--- src/rtl/lsu_be_pkg.sv ---
package lsu_be_pkg;

  localparam int OP_W = 6;

  localparam logic [OP_W-1:0] OPC_LDB_S = 6'h0d;
  localparam logic [OP_W-1:0] OPC_LDB_U = 6'h0e;
  localparam logic [OP_W-1:0] OPC_LDH_S = 6'h11;
  localparam logic [OP_W-1:0] OPC_LDH_U = 6'h13;
  localparam logic [OP_W-1:0] OPC_LDW   = 6'h14;
  localparam logic [OP_W-1:0] OPC_STB   = 6'h17;
  localparam logic [OP_W-1:0] OPC_STH   = 6'h1f;
  localparam logic [OP_W-1:0] OPC_STW   = 6'h2a;

  typedef enum logic [1:0] {
    SZ_B = 2'd0,
    SZ_H = 2'd1,
    SZ_W = 2'd2
  } acc_size_e;

  typedef struct packed {
    logic      is_load;
    logic      is_store;
    logic      sext;
    acc_size_e size;
  } acc_ctl_t;

  function automatic acc_ctl_t decode_op(input logic [OP_W-1:0] op);
    acc_ctl_t c;
    c.is_load  = 1'b0;
    c.is_store = 1'b0;
    c.sext     = 1'b0;
    c.size     = SZ_W;
    case (op)
      OPC_LDB_S: begin c.is_load = 1'b1; c.sext = 1'b1; c.size = SZ_B; end
      OPC_LDB_U: begin c.is_load = 1'b1; c.size = SZ_B; end
      OPC_LDH_S: begin c.is_load = 1'b1; c.sext = 1'b1; c.size = SZ_H; end
      OPC_LDH_U: begin c.is_load = 1'b1; c.size = SZ_H; end
      OPC_LDW:   begin c.is_load = 1'b1; c.size = SZ_W; end
      OPC_STB:   begin c.is_store = 1'b1; c.size = SZ_B; end
      OPC_STH:   begin c.is_store = 1'b1; c.size = SZ_H; end
      OPC_STW:   begin c.is_store = 1'b1; c.size = SZ_W; end
      default:   ;
    endcase
    return c;
  endfunction

endpackage

--- src/rtl/lsu_addr_gen.sv ---
module lsu_addr_gen
  import lsu_be_pkg::*;
#(
  parameter int ADDR_W = 32,
  parameter int IMM_W  = 16,
  parameter int OFF_W  = 2
) (
  input  logic [ADDR_W-1:0] base_i,
  input  logic [IMM_W-1:0]  imm_i,
  input  acc_size_e         size_i,
  output logic [ADDR_W-1:0] ea_o,
  output logic              misalign_o
);

  localparam int EXT_W = ADDR_W - IMM_W;

  logic [ADDR_W-1:0] imm_sx;
  logic [OFF_W-1:0]  align_mask;

  assign imm_sx = {{EXT_W{imm_i[IMM_W-1]}}, imm_i};
  assign ea_o   = base_i + imm_sx;

  always_comb begin
    case (size_i)
      SZ_B:    align_mask = '0;
      SZ_H:    align_mask = {{(OFF_W-1){1'b0}}, 1'b1};
      default: align_mask = '1;
    endcase
  end

  assign misalign_o = |(ea_o[OFF_W-1:0] & align_mask);

endmodule

--- src/rtl/lsu_store_lane.sv ---
module lsu_store_lane
  import lsu_be_pkg::*;
#(
  parameter int DATA_W = 32
) (
  input  acc_ctl_t                       ctl_i,
  input  logic [$clog2(DATA_W/8)-1:0]    off_i,
  input  logic                           misalign_i,
  input  logic [DATA_W-1:0]              st_data_i,
  output logic [DATA_W/8-1:0]            be_o,
  output logic [DATA_W-1:0]              wdata_o
);

  localparam int BYTES = DATA_W / 8;
  localparam int OFF_W = $clog2(BYTES);

  for (genvar i = 0; i < BYTES; i++) begin : g_lane
    localparam logic [OFF_W-1:0] LANE_IDX = OFF_W'(i);
    localparam logic [OFF_W-2:0] HALF_IDX = (OFF_W-1)'(i / 2);
    localparam int               HSRC     = 1 - (i % 2);
    localparam int               WSRC     = BYTES - 1 - i;

    logic       hit;
    logic [7:0] lane;

    always_comb begin
      case (ctl_i.size)
        SZ_B:    hit = (off_i == LANE_IDX);
        SZ_H:    hit = (off_i[OFF_W-1:1] == HALF_IDX);
        default: hit = 1'b1;
      endcase
    end

    always_comb begin
      case (ctl_i.size)
        SZ_B:    lane = st_data_i[7:0];
        SZ_H:    lane = st_data_i[8*HSRC +: 8];
        default: lane = st_data_i[8*WSRC +: 8];
      endcase
      if (!ctl_i.is_store) lane = '0;
    end

    assign be_o[BYTES-1-i]              = ctl_i.is_store & ~misalign_i & hit;
    assign wdata_o[DATA_W-1-8*i -: 8]   = lane;
  end

endmodule

--- src/rtl/lsu_load_extract.sv ---
module lsu_load_extract
  import lsu_be_pkg::*;
#(
  parameter int DATA_W = 32
) (
  input  logic                           clk,
  input  logic                           rst_n,
  input  acc_ctl_t                       ctl_i,
  input  logic [$clog2(DATA_W/8)-1:0]    off_i,
  input  logic                           misalign_i,
  input  logic [DATA_W-1:0]              rd_word_i,
  output logic [DATA_W-1:0]              ld_result_o
);

  localparam int BYTES = DATA_W / 8;
  localparam int OFF_W = $clog2(BYTES);

  logic             vld_d, vld_q;
  logic             sext_q;
  acc_size_e        size_q;
  logic [OFF_W-1:0] off_q;
  logic             cap_en;

  logic [DATA_W-1:0] shifted;
  logic [DATA_W-1:0] ext;
  int                sh;

  // next state
  assign vld_d  = ctl_i.is_load & ~misalign_i;
  assign cap_en = vld_d;

  // registers
  always_ff @(posedge clk or negedge rst_n) begin
    if (!rst_n) begin
      vld_q  <= 1'b0;
      sext_q <= 1'b0;
      size_q <= SZ_W;
      off_q  <= '0;
    end else begin
      vld_q <= vld_d;
      if (cap_en) begin
        sext_q <= ctl_i.sext;
        size_q <= ctl_i.size;
        off_q  <= off_i;
      end
    end
  end

  // lane extraction and extension
  always_comb begin
    case (size_q)
      SZ_B:    sh = 8 * (BYTES - 1 - int'(off_q));
      SZ_H:    sh = 8 * (BYTES - 2 - int'(off_q));
      default: sh = 0;
    endcase
    shifted = rd_word_i >> sh;
    case (size_q)
      SZ_B:    ext = {{(DATA_W-8){sext_q & shifted[7]}}, shifted[7:0]};
      SZ_H:    ext = {{(DATA_W-16){sext_q & shifted[15]}}, shifted[15:0]};
      default: ext = shifted;
    endcase
  end

  assign ld_result_o = vld_q ? ext : '0;


  ld_idle_zero_chk: assert property (@(posedge clk) disable iff (!rst_n)
    !vld_d |=> (ld_result_o == '0));


  ld_byte_zext_chk: assert property (@(posedge clk) disable iff (!rst_n)
    (vld_d && !ctl_i.sext && ctl_i.size == SZ_B) |=> (ld_result_o[DATA_W-1:8] == '0));


  ld_half_zext_chk: assert property (@(posedge clk) disable iff (!rst_n)
    (vld_d && !ctl_i.sext && ctl_i.size == SZ_H) |=> (ld_result_o[DATA_W-1:16] == '0));

endmodule

--- src/rtl/lsu_be_aligner.sv ---
module lsu_be_aligner
  import lsu_be_pkg::*;
#(
  parameter int DATA_W = 32,
  parameter int ADDR_W = 32,
  parameter int IMM_W  = 16
) (
  input  logic                          clk,
  input  logic                          rst_n,
  input  logic [OP_W-1:0]               op_i,
  input  logic [ADDR_W-1:0]             base_i,
  input  logic [IMM_W-1:0]              imm_i,
  input  logic [DATA_W-1:0]             st_data_i,
  input  logic [DATA_W-1:0]             rd_word_i,
  output logic [ADDR_W-$clog2(DATA_W/8)-1:0] word_addr_o,
  output logic [DATA_W/8-1:0]           byte_en_o,
  output logic [DATA_W-1:0]             wr_data_o,
  output logic [DATA_W-1:0]             ld_result_o,
  output logic                          misalign_o
);

  localparam int BYTES = DATA_W / 8;
  localparam int OFF_W = $clog2(BYTES);

  acc_ctl_t          ctl;
  logic [ADDR_W-1:0] ea;
  logic              mis_raw;
  logic              mis;

  assign ctl = decode_op(op_i);
  assign mis = (ctl.is_load | ctl.is_store) & mis_raw;

  lsu_addr_gen #(
    .ADDR_W (ADDR_W),
    .IMM_W  (IMM_W),
    .OFF_W  (OFF_W)
  ) u_addr (
    .base_i     (base_i),
    .imm_i      (imm_i),
    .size_i     (ctl.size),
    .ea_o       (ea),
    .misalign_o (mis_raw)
  );

  lsu_store_lane #(
    .DATA_W (DATA_W)
  ) u_store (
    .ctl_i      (ctl),
    .off_i      (ea[OFF_W-1:0]),
    .misalign_i (mis),
    .st_data_i  (st_data_i),
    .be_o       (byte_en_o),
    .wdata_o    (wr_data_o)
  );

  lsu_load_extract #(
    .DATA_W (DATA_W)
  ) u_load (
    .clk         (clk),
    .rst_n       (rst_n),
    .ctl_i       (ctl),
    .off_i       (ea[OFF_W-1:0]),
    .misalign_i  (mis),
    .rd_word_i   (rd_word_i),
    .ld_result_o (ld_result_o)
  );

  assign word_addr_o = ea[ADDR_W-1:OFF_W];
  assign misalign_o  = mis;


  misalign_no_write_chk: assert property (@(posedge clk) disable iff (!rst_n)
    misalign_o |-> (byte_en_o == '0));


  byte_store_one_lane_chk: assert property (@(posedge clk) disable iff (!rst_n)
    (op_i == OPC_STB) |-> ($countones(byte_en_o) == 1));


  word_store_full_chk: assert property (@(posedge clk) disable iff (!rst_n)
    (op_i == OPC_STW && !misalign_o) |-> (byte_en_o == '1 && wr_data_o == st_data_i));


  idle_op_quiet_chk: assert property (@(posedge clk) disable iff (!rst_n)
    (!ctl.is_load && !ctl.is_store) |-> (byte_en_o == '0 && !misalign_o && wr_data_o == '0));

endmodule

--- config.mk ---
export PLATFORM = sky130hd
export DESIGN_NAME = lsu_be_aligner
export DESIGN_NICKNAME = d
export VERILOG_FILES = /design/src/rtl/lsu_be_pkg.sv /design/src/rtl/lsu_addr_gen.sv /design/src/rtl/lsu_store_lane.sv /design/src/rtl/lsu_load_extract.sv /design/src/rtl/lsu_be_aligner.sv
export SDC_FILE = /design/constraint.sdc
export NUM_CORES = 1
export LEC_CHECK = 0
export CAP_MARGIN = 20
export CORE_ASPECT_RATIO = 0.9
export CORE_MARGIN = 5
export CORE_UTILIZATION = 35
export CTS_BUF_LIST = sky130_fd_sc_hd__clkbuf_8
export DETAILED_ROUTE_END_ITERATION = 8
export PLACE_DENSITY = 0.81
export SYNTH_ARGS = -nofsm -noshare
export SYNTH_HDL_FRONTEND = slang
export SYNTH_SLANG_ARGS = --single-unit
--- constraint.sdc ---
create_clock -name clk -period 13.6 [get_ports clk]
set_clock_uncertainty 0.1 [all_clocks]
set_input_delay 3.4 -clock clk [delete_from_list [all_inputs] [get_ports clk]]
set_output_delay 3.4 -clock clk [all_outputs]
set_load 0.1 [all_outputs]
==> metrics.txt <==
CTS resizes 0; I/O pins 219; Seq/Total Area, Yosys 0.0439; Slew Viols, Final 0; Die Wd 115 um; Ys Warns 0; Critical Path Max Stage Delay 1150 ps; Mapped Area 3450 um^2; Core Area 9660 um^2; CP Max Fanout 3; Placer Congestion 0.921; via count of the first global-routing pass 4314; clk slew on worst S/H paths 40 ps; global route overflow 0; top cells by area, synth ha_1 12%, a21oi_1 10%, nand2_1 7.7%; I/O Buffers 218; status complete, no violations; top_reg_cell synth dfrtp_1; Switch Pwr 342 uW; share of synthesized flip-flops with an asynchronous set or reset 1.00; Reg2Reg Setup Slack 12360 ps; hold_ws 417 ps; WP data required 10100 ps; top-area cell type share of the netlist area 0.116; Max Freq 90.7 MHz; Final Cycle Share 0.811; Post-CTS Setup Inserts 0; CTS Buffer Depth 2; share of cells above drive strength 1 0.0441; synthesis-to-layout area growth 61.4%; most numerous cell in the Yosys netlist nand2_1; top cells by count, synth 71 x nand2_1, 69 x a21oi_1, 45 x nor2_1, 32 x ha_1; wire per inst 16.6 um; Total Neg Setup Slack 0 ps; Cells after Synth 529; Switching Share 0.637; register bit total from synthesis 6; post-synth top area cell ha_1; Yosys cell types 56; Root Buffer clkbuf_8; Sink Count 6; slowest CP cell clkdlybuf4s50_1; clk_lat worst skew 230 ps; kind of critical path primary input to output port; relative slew slack 0.287; global-route wire length before repair 21.5 mm; crit-path most repeated cell clkdlybuf4s50_1; Die H 104 um; Logic pwr share 0.876; Least-Margin Pin Slew 1070 ps; unrepaired setup endpoints after global routing no; Post-Syn Nets 682; Total GRT Usage 0.215; Post-DP HPWL 11.6 mm; Starting DRT DRC Count 256; Routed Antenna Nets 0; Internal 195 uW; Final Hold Fails 0; vias 4475; hold bufs inserted after CTS 0; Row Count 34; Power Dens Cells 96.6 nW/um^2; die area 11900 um^2; DRC viols 0; Final Setup Violations 0; nets@finish 857; TritonCTS clock tree yes; largest net degree at the start of global routing 31; critical path, cell by cell clkdlybuf4s50_1, ha_1, inv_1, fa_1, nor2b_1, o211ai_1, a21boi_1, o22a_1, a31o_2, a21oi_2, o21ai_1, and3_1, a31oi_1, xnor2_1, clkdlybuf4s50_1; WP data arrival 7530 ps; Via density 5.40; fillers 920; sequential power share 0.073; Avg Inst Size Synth 6.51 um^2; min cycle time layout 11030 ps; H-tree levels 1; Post-synth EDFFs 0; crit end category output port; Leak Pwr 0.00227 uW; Worst Hold Class register to register; TritonRoute pass-1 iters 5; startpoint types primary input; CTS Buf Count 3; # diodes 0; Clock power frac 0.051; Max Cap Viol 0; final WL 13.8 mm; Starting Density 0.357; Max VDD drop 0.0610 mV; initial antenna violation count 0
[worst paths after layout]
kind | startpoint | end | cells after the start
hold reg to reg | u_load.sext_q$_DFFE_PN0P_ | u_load.sext_q$_DFFE_PN0P_ | 2
setup / recovery | base_i[0] | word_addr_o[24] | 15
setup reg to reg | u_load.size_q[1]$_DFFE_PN1P_ | u_load.size_q[1]$_DFFE_PN1P_ | 2
hold / removal | u_load.sext_q$_DFFE_PN0P_ | u_load.sext_q$_DFFE_PN0P_ | 2
max in group asynchronous | rst_n | u_load.size_q[1]$_DFFE_PN1P_ | 1
min in group asynchronous | rst_n | u_load.sext_q$_DFFE_PN0P_ | 1
[sequential cells by signal (all words and copies together) (netlist names)]
register / cells
u_load.vld_q: 1
u_load.sext_q: 1
u_load.size_q: 2
u_load.off_q: 2
[metal layers]
| metal | share of wire | global-route usage |
|---|---|---|
| met3 | 0.066 | 0.0291 |
| met5 | 0 | 0 |
| met4 | 0.020 | 0.0551 |
| met2 | 0.50 | 0.397 |
| met1 | 0.41 | 0.257 |
[layout by cell type (no fill, tap or decap), types with 4 or more instances in the layout]
cell type,n
nor2b_1,12
o211ai_1,4
nand2b_1,6
xor2_1,7
mux2i_1,19
inv_1,29
nor3_1,6
dfrtp_1,5
o21a_1,7
clkdlybuf4s50_1,218
and3_1,4
nor2_1,45
a221oi_1,8
a311oi_1,8
a21oi_2,4
o21ai_0,30
o21ai_1,5
a31oi_1,5
nand2_1,71
nand3_1,5
a21o_1,8
xnor2_1,22
buf_4,6
a22oi_1,9
a21oi_1,69
ha_1,32
and2_1,17
[stage by stage]
stage | worst slack, ps | cell area, um^2 | total power [uW] | utilization | cells
after floorplan | 3260 | 3450 | 408 | - | 529
after global placement | 2670 | 5500 | 500 | 0.569 | 822
after detailed placement | 2600 | 5500 | 507 | 0.570 | 823
after CTS | 2570 | 5550 | 537 | 0.575 | 827
after global routing | 2280 | 5560 | 570 | 0.576 | 829
final | 2570 | 5560 | 537 | 0.576 | 829
[kinds of logic (layout without fill, tap and decap cells)]
logic type                 after synthesis  after routing  share of synthesized area
adders and majority gates               33             33                      0.122
AOI/OAI and AO/OA                      183            183                      0.347
muxes                                   19             19                     0.0552
DFF                                      6              6                     0.0439
xor gates and xnor gates                29             29                     0.0737
and+or+nand+nor                        177            177                      0.235
buffers and inverters                   82            256                      0.123
[critical path: cells and delay by family]
| family | cells | cell delay (ps) |
|---|---|---|
| buf+inv | 3 | 1710 |
| simple gates | 2 | 430 |
| xor+xnor | 1 | 160 |
| fa+ha+maj | 2 | 630 |
| compound gates | 7 | 1210 |
[power groups by stage]
stage | combinational [uW] | sequential, uW | clock [uW]
global route | 500 | 40.8 | 28.5
finish | 471 | 39.1 | 27.5
CTS | 470 | 38.5 | 28.1
global placement | 462 | 38.0 | 0
detailed placement | 468 | 38.6 | 0
floorplan | 383 | 25.3 | 0
[cell type report]
cell class                 instances  area [um^2]  area share
clock inverter                     1         3.75    0.000675
clock buffer                       3         41.3     0.00742
sequential                         6          151      0.0272
tap                              126          158      0.0283
inverter                          28          105      0.0189
timing repair buffer             224         2230       0.400
multi-input combinational        441         2880       0.517
No activity file was read; power rests on OpenSTA's default activity.
